$ cat config.mk
export PLATFORM = sky130hd
export DESIGN_NAME = axi_rd_pattern_slave
export DESIGN_NICKNAME = d
export VERILOG_FILES = /design/src/rtl/axrd_pkg.sv /design/src/rtl/axrd_beat_addr.sv /design/src/rtl/axrd_pattern.sv /design/src/rtl/axrd_ctrl.sv /design/src/rtl/axi_rd_pattern_slave.sv
export SDC_FILE = /design/constraint.sdc
export NUM_CORES = 1
export LEC_CHECK = 0
export BUFFER_PORTS_ARGS = -buffer_cell sky130_fd_sc_hd__buf_2
export CORE_AREA = 2 2 86 88
export CTS_BUF_LIST = sky130_fd_sc_hd__clkbuf_8
export DETAILED_ROUTE_END_ITERATION = 12
export DIE_AREA = 0 0 88 90
export GPL_TIMING_DRIVEN = 0
export PLACE_DENSITY_LB_ADDON = 0.2
export SETUP_SLACK_MARGIN = 0.2
export SYNTH_ARGS = -nofsm -noshare
export SYNTH_HDL_FRONTEND = slang
export SYNTH_SLANG_ARGS = --single-unit
$ cat constraint.sdc
create_clock -name clk -period 7.2 [get_ports clk]
set_input_delay 1.44 -clock clk [delete_from_list [all_inputs] [get_ports clk]]
set_output_delay 1.44 -clock clk [all_outputs]
set_load 0.02 [all_outputs]
$ cat src/rtl/axrd_pkg.sv
package axrd_pkg;

    typedef enum logic [1:0] {
        BURST_FIXED = 2'd0,
        BURST_INCR  = 2'd1,
        BURST_WRAP  = 2'd2,
        BURST_RSVD  = 2'd3
    } burst_e;

    // Clamp a requested transfer size to the widest the bus can carry.
    function automatic logic [2:0] clamp_size(input logic [2:0] req, input logic [2:0] widest);
        return (req > widest) ? widest : req;
    endfunction

endpackage

$ cat src/rtl/axrd_beat_addr.sv
module axrd_beat_addr
    import axrd_pkg::*;
#(
    parameter int ADDR_W = 32,
    parameter int LANE_W = 2
) (
    input  logic [ADDR_W-1:0] start_addr,
    input  logic [2:0]        size,
    input  logic [7:0]        len,
    input  burst_e            burst,
    input  logic [7:0]        beat,
    output logic [ADDR_W-1:0] word_addr
);
    logic [ADDR_W-1:0] step, total, win_mask, linear, raw;

    always_comb begin
        step     = ADDR_W'(beat) << size;
        total    = (ADDR_W'(len) + ADDR_W'(1)) << size;
        win_mask = total - ADDR_W'(1);
        linear   = start_addr + step;
        case (burst)
            BURST_FIXED: raw = start_addr;
            BURST_WRAP:  raw = (start_addr & ~win_mask) | (linear & win_mask);
            default:     raw = linear;
        endcase
        word_addr = {raw[ADDR_W-1:LANE_W], LANE_W'(0)};
    end
endmodule

$ cat src/rtl/axrd_pattern.sv
module axrd_pattern #(
    parameter int         ADDR_W = 32,
    parameter int         BYTES  = 4,
    parameter logic [7:0] KEY    = 8'hA5
) (
    input  logic [ADDR_W-1:0]  word_addr,
    output logic [8*BYTES-1:0] data
);
    logic [7:0] low_byte;
    assign low_byte = word_addr[7:0];

    for (genvar i = 0; i < BYTES; i++) begin : g_lane
        assign data[8*i +: 8] = (low_byte + 8'(i)) ^ KEY;
    end
endmodule

$ cat src/rtl/axrd_ctrl.sv
module axrd_ctrl
    import axrd_pkg::*;
#(
    parameter int ADDR_W   = 32,
    parameter int ID_W     = 4,
    parameter int LANE_W   = 2,
    parameter bit HAS_SIZE = 1'b1,
    parameter bit HAS_LEN  = 1'b1
) (
    input  logic              clk,
    input  logic              rst,
    input  logic              ar_valid,
    output logic              ar_ready,
    input  logic [ADDR_W-1:0] ar_addr,
    input  logic [ID_W-1:0]   ar_id,
    input  logic [7:0]        ar_len,
    input  logic [2:0]        ar_size,
    input  logic [1:0]        ar_burst,
    output logic              r_valid,
    input  logic              r_ready,
    output logic              r_last,
    output logic [ID_W-1:0]   r_id,
    output logic [ADDR_W-1:0] cur_addr,
    output logic [2:0]        cur_size,
    output logic [7:0]        cur_len,
    output burst_e            cur_burst,
    output logic [7:0]        cur_beat
);
    localparam logic [2:0] FULL_SIZE = 3'(LANE_W);

    typedef struct packed {
        logic [ADDR_W-1:0] addr;
        logic [ID_W-1:0]   id;
        logic [7:0]        len;
        logic [2:0]        size;
        burst_e            burst;
    } req_t;

    req_t       req_q, req_d;
    logic       busy_q;
    logic [7:0] beat_q;
    logic [2:0] eff_size;
    logic [7:0] eff_len;
    logic       accept_ar, beat_done, at_final;

    if (HAS_SIZE) begin : g_size
        assign eff_size = clamp_size(ar_size, FULL_SIZE);
    end else begin : g_nosize
        assign eff_size = FULL_SIZE;
    end

    if (HAS_LEN) begin : g_len
        assign eff_len = ar_len;
    end else begin : g_nolen
        assign eff_len = 8'd0;
    end

    always_comb begin
        req_d.addr  = ar_addr;
        req_d.id    = ar_id;
        req_d.len   = eff_len;
        req_d.size  = eff_size;
        req_d.burst = burst_e'(ar_burst);
    end

    assign accept_ar = ar_valid && !busy_q;
    assign beat_done = busy_q && r_ready;
    assign at_final  = (beat_q == req_q.len);

    always_ff @(posedge clk) begin
        if (rst) begin
            req_q  <= '0;
            busy_q <= 1'b0;
            beat_q <= 8'd0;
        end else if (accept_ar) begin
            req_q  <= req_d;
            busy_q <= 1'b1;
            beat_q <= 8'd0;
        end else if (beat_done) begin
            if (at_final) begin
                busy_q <= 1'b0;
            end else begin
                beat_q <= beat_q + 8'd1;
            end
        end
    end

    assign ar_ready  = !busy_q;
    assign r_valid   = busy_q;
    assign r_last    = busy_q && at_final;
    assign r_id      = req_q.id;
    assign cur_addr  = req_q.addr;
    assign cur_size  = req_q.size;
    assign cur_len   = req_q.len;
    assign cur_burst = req_q.burst;
    assign cur_beat  = beat_q;


    ar_block_chk: assert property (@(posedge clk) disable iff (rst)
        r_valid |-> !ar_ready);


    reopen_chk: assert property (@(posedge clk) disable iff (rst)
        (r_valid && r_ready && r_last) |=> (ar_ready && !r_valid));


    first_beat_chk: assert property (@(posedge clk) disable iff (rst)
        (ar_valid && ar_ready) |=> (r_valid && r_id == $past(ar_id)));
endmodule

$ cat src/rtl/axi_rd_pattern_slave.sv
module axi_rd_pattern_slave
    import axrd_pkg::*;
#(
    parameter int         ADDR_W   = 32,
    parameter int         DATA_W   = 32,
    parameter int         ID_W     = 4,
    parameter logic [7:0] KEY      = 8'hA5,
    parameter bit         HAS_SIZE = 1'b1,
    parameter bit         HAS_LEN  = 1'b1
) (
    input  logic              clk,
    input  logic              rst,
    input  logic              ar_valid,
    output logic              ar_ready,
    input  logic [ADDR_W-1:0] ar_addr,
    input  logic [ID_W-1:0]   ar_id,
    input  logic [7:0]        ar_len,
    input  logic [2:0]        ar_size,
    input  logic [1:0]        ar_burst,
    output logic              r_valid,
    input  logic              r_ready,
    output logic [DATA_W-1:0] r_data,
    output logic [ID_W-1:0]   r_id,
    output logic [1:0]        r_resp,
    output logic              r_last
);
    localparam int BYTES  = DATA_W / 8;
    localparam int LANE_W = $clog2(BYTES);

    logic [ADDR_W-1:0] cur_addr, word_addr;
    logic [2:0]        cur_size;
    logic [7:0]        cur_len, cur_beat;
    burst_e            cur_burst;

    axrd_ctrl #(
        .ADDR_W(ADDR_W), .ID_W(ID_W), .LANE_W(LANE_W),
        .HAS_SIZE(HAS_SIZE), .HAS_LEN(HAS_LEN)
    ) ctrl_i (
        .clk(clk), .rst(rst),
        .ar_valid(ar_valid), .ar_ready(ar_ready),
        .ar_addr(ar_addr), .ar_id(ar_id), .ar_len(ar_len),
        .ar_size(ar_size), .ar_burst(ar_burst),
        .r_valid(r_valid), .r_ready(r_ready), .r_last(r_last), .r_id(r_id),
        .cur_addr(cur_addr), .cur_size(cur_size), .cur_len(cur_len),
        .cur_burst(cur_burst), .cur_beat(cur_beat)
    );

    axrd_beat_addr #(.ADDR_W(ADDR_W), .LANE_W(LANE_W)) addr_i (
        .start_addr(cur_addr), .size(cur_size), .len(cur_len),
        .burst(cur_burst), .beat(cur_beat), .word_addr(word_addr)
    );

    axrd_pattern #(.ADDR_W(ADDR_W), .BYTES(BYTES), .KEY(KEY)) pat_i (
        .word_addr(word_addr), .data(r_data)
    );

    assign r_resp = 2'b00;


    hold_chk: assert property (@(posedge clk) disable iff (rst)
        (r_valid && !r_ready) |=> (r_valid && $stable(r_data) && $stable(r_last) && $stable(r_id)));
endmodule

==> results.json <==
{
  "status": "finished clean",
  "p_per_area_nw_per_um2": 162,
  "dieHeight_um": 90,
  "dp_hpwl_um": 5590,
  "core_area_um2": 7020,
  "nets": 496,
  "grt_max_degree": 13,
  "max_stage_delay_ns": 0.58,
  "row_count": 31,
  "post_cts_resized": 0,
  "cp-end-kind": "output port",
  "hold_buffers": 0,
  "gp_congestion": 0.907,
  "syn_avg_cell_area_um2": 7.61,
  "rsz0062_at_grt": "no",
  "dr.first_iter.drc_count": 102,
  "ys_seq_area_share_pct": 24.7,
  "syn2layout_area_growth_pct": 20.3,
  "ys_top_cells_by_area": "dfxtp_1 25%, nand2_1 8.3%, buf_4 8.2%, xnor2_1 6.7%, a21oi_1 5.8%",
  "initial_utilization_pct": 39.2,
  "hp-class": "reg2reg",
  "io_buffer_count": 58,
  "grt_pass1_wl_um": 12000,
  "antenna_found_initial": 0,
  "die_w_um": 88,
  "setup_tns_ns": 0,
  "layout_commonest_cell": "buf_2",
  "routedWlPerCell_um": 13.4,
  "vias": 2647,
  "cts_max_level": 2,
  "fin_crit_ns": 5.98,
  "worst_pin_slew_ns": 0.622,
  "critical_path_class": "reg2out",
  "cap_viol_max_count": 0,
  "grt_pass1_vias": 2522,
  "cts_tree": "done",
  "ys_seq_elements": 34,
  "vdd_drop_max_v": 0.000135,
  "clock.fmax_ghz": 0.167,
  "synth-edff-count": 0,
  "drt-total-wl_um": 7160,
  "synthDistinctLibCells": 60,
  "synth_area_um2": 2760,
  "clock_skew_ns": 0.00612,
  "clock_sinks": 34,
  "final_cell_mix": "63 x buf_2, 61 x nand2_1, 34 x dfxtp_1",
  "io-pin-count": 94,
  "synthFlopType": "dfxtp_1",
  "path_buf_inv": 5,
  "drv_slew": 0,
  "drive_gt1_share_pct": 26.6,
  "place_ws_ns": 1.50,
  "cts.clk_slew.worst_paths_ns": 0.07,
  "worstPathRequired_ns": 5.76,
  "post-route-drc-count": 0,
  "slew_headroom_pct": 58.4,
  "crit_family": "compound AO/OA/AOI/OAI gates",
  "root_buffer": "clkbuf_8",
  "setup_viol": 0,
  "post_cts_buffers": 0,
  "worst_slack_ns": 1.22,
  "synth_top_area_cell": "dfxtp_1",
  "yosysWarnings": 0,
  "worst_setup_path_start_kind": "flop",
  "cts_buffer_depth": 2,
  "diodes": 0,
  "clkLatencyLatePin_ns": 0.30,
  "crit_arrival_ns": 4.54,
  "crit_chain": "buf_6 -> clkbuf_1 -> clkbuf_1 -> mux2i_1 -> nor3_1 -> ha_1 -> and4b_1 -> a21oi_1 -> o21bai_1 -> a2111oi_0 -> o21bai_1 -> xnor2_1 -> o311ai_1 -> xor2_1 -> buf_4 -> buf_2",
  "cp_max_fo": 10,
  "die_area_um2": 7920,
  "crit_path_top_delay_cell": "a2111oi_0",
  "min_period_over_period_pct": 83.1,
  "synthCells": 362,
  "async_reset_ff_share_pct": 0,
  "yosys.area.top_type_share_pct": 24.7,
  "globalRouteOverflowTotal": 0,
  "hold_viol_final": 0,
  "vias_per_cell": 4.95,
  "grt_usage_pct": 18.8,
  "power_leakage_uw": 0.00137,
  "drtPass1Iterations": 4,
  "cts-buffers-inserted": 5,
  "ant_nets": 0
}
## cells by family (layout without fill, tap and decap cells)
kind of cell | count (synthesis) | after routing | synth area share, %
adders and majority gates | 8 | 8 | 3.63
AOI/OAI and AO/OA | 82 | 82 | 19.8
and+or+nand+nor | 128 | 128 | 21.4
buffers and inverters | 62 | 128 | 13.4
xor gates and xnor gates | 29 | 29 | 9.49
other | 2 | 10 | 0.273
muxes | 17 | 17 | 7.31
DFF | 34 | 34 | 24.7
## registers in the layout, summed over array words and instances (netlist names)
signal and count:
ctrl_i.cur_addr 8, ctrl_i.cur_beat 8, ctrl_i.cur_len 8, ctrl_i.r_id 4, ctrl_i.cur_size 3, ctrl_i.cur_burst 2
ctrl_i.r_valid 1
## worst register-to-register path, stage by stage (launching register included)
cell	delay [ns]
dfxtp_1	0.31
clkbuf_1	0.38
xnor2_1	0.12
nand4_1	0.13
nor2_1	0.07
nor2_1	0.38
nand4_1	0.29
or3_1	0.42
a21oi_1	0.15
## path summary, 6_finish.rpt
| path | endpoint | cells after the start | start | slack (ns) |
|---|---|---|---|---|
| setup / recovery | r_data[15] | 16 | ctrl_i.cur_size[0]$_SDFFE_PP0P_ | 1.22 |
| hold / removal | ctrl_i.r_id[1]$_SDFFE_PP0P_ | 2 | ctrl_i.r_id[1]$_SDFFE_PP0P_ | 0.45 |
| setup reg to reg | ctrl_i.cur_beat[5]$_SDFFE_PP0P_ | 8 | ctrl_i.cur_beat[2]$_SDFFE_PP0P_ | 4.88 |
| hold reg to reg | ctrl_i.r_id[1]$_SDFFE_PP0P_ | 2 | ctrl_i.r_id[1]$_SDFFE_PP0P_ | 0.45 |
## Yosys cell counts, drive strengths merged, types with 3 or more instances
master  count
nand2      61
buf        38
dfxtp      34
a21oi      32
nor2       26
xnor2      21
clkbuf     16
o21ai      14
mux2i      10
ha          8
inv         8
xor2        8
nand4       7
a211oi      6
a31oi       6
nor3        6
mux2        5
nand3       5
nor2b       4
and3        3
nand2b      3
or3         3
## metal layers
layer	routed length (um)	up-vias	part of all wire (%)	track usage, %
li1	-	1367	-	-
met1	3380	1192	47	24.8
met2	3330	78	46	31.0
met3	326	10	4.6	2.85
met4	126	0	1.8	5.90
met5	0	-	0	0
## through the flow
stage                     instance area (um^2)  total power [uW]  hold WS [ns]  util [%]  instances
after floorplan                           2790               321         0.432         -        370
after global placement                    3200               360         0.438      45.6        527
after detailed placement                  3200               361         0.445      45.6        527
after CTS                                 3310               543         0.456      47.2        535
after global routing                      3310               566         0.494      47.2        535
final                                     3310               537         0.451      47.2        535
## cell type report
class,count,area [um^2]
well taps,99,124
clock inverters,3,45.0
flip-flops and latches,34,681
fillers,722,3710
multi-input cells,274,1740
clock buffers,5,68.8
plain buffers,54,338
inverters,8,30.0
repair buffers,58,290
## report_power, final
part	switching (uW)	leakage, uW	total [uW]	internal (uW)
registers	8.95	0.000278	206	197
clock network	77.2	0.0000504	180	103
logic	88.0	0.00104	151	63.1
total	174	0.00137	537	363
(Power assumes the default switching activity.)
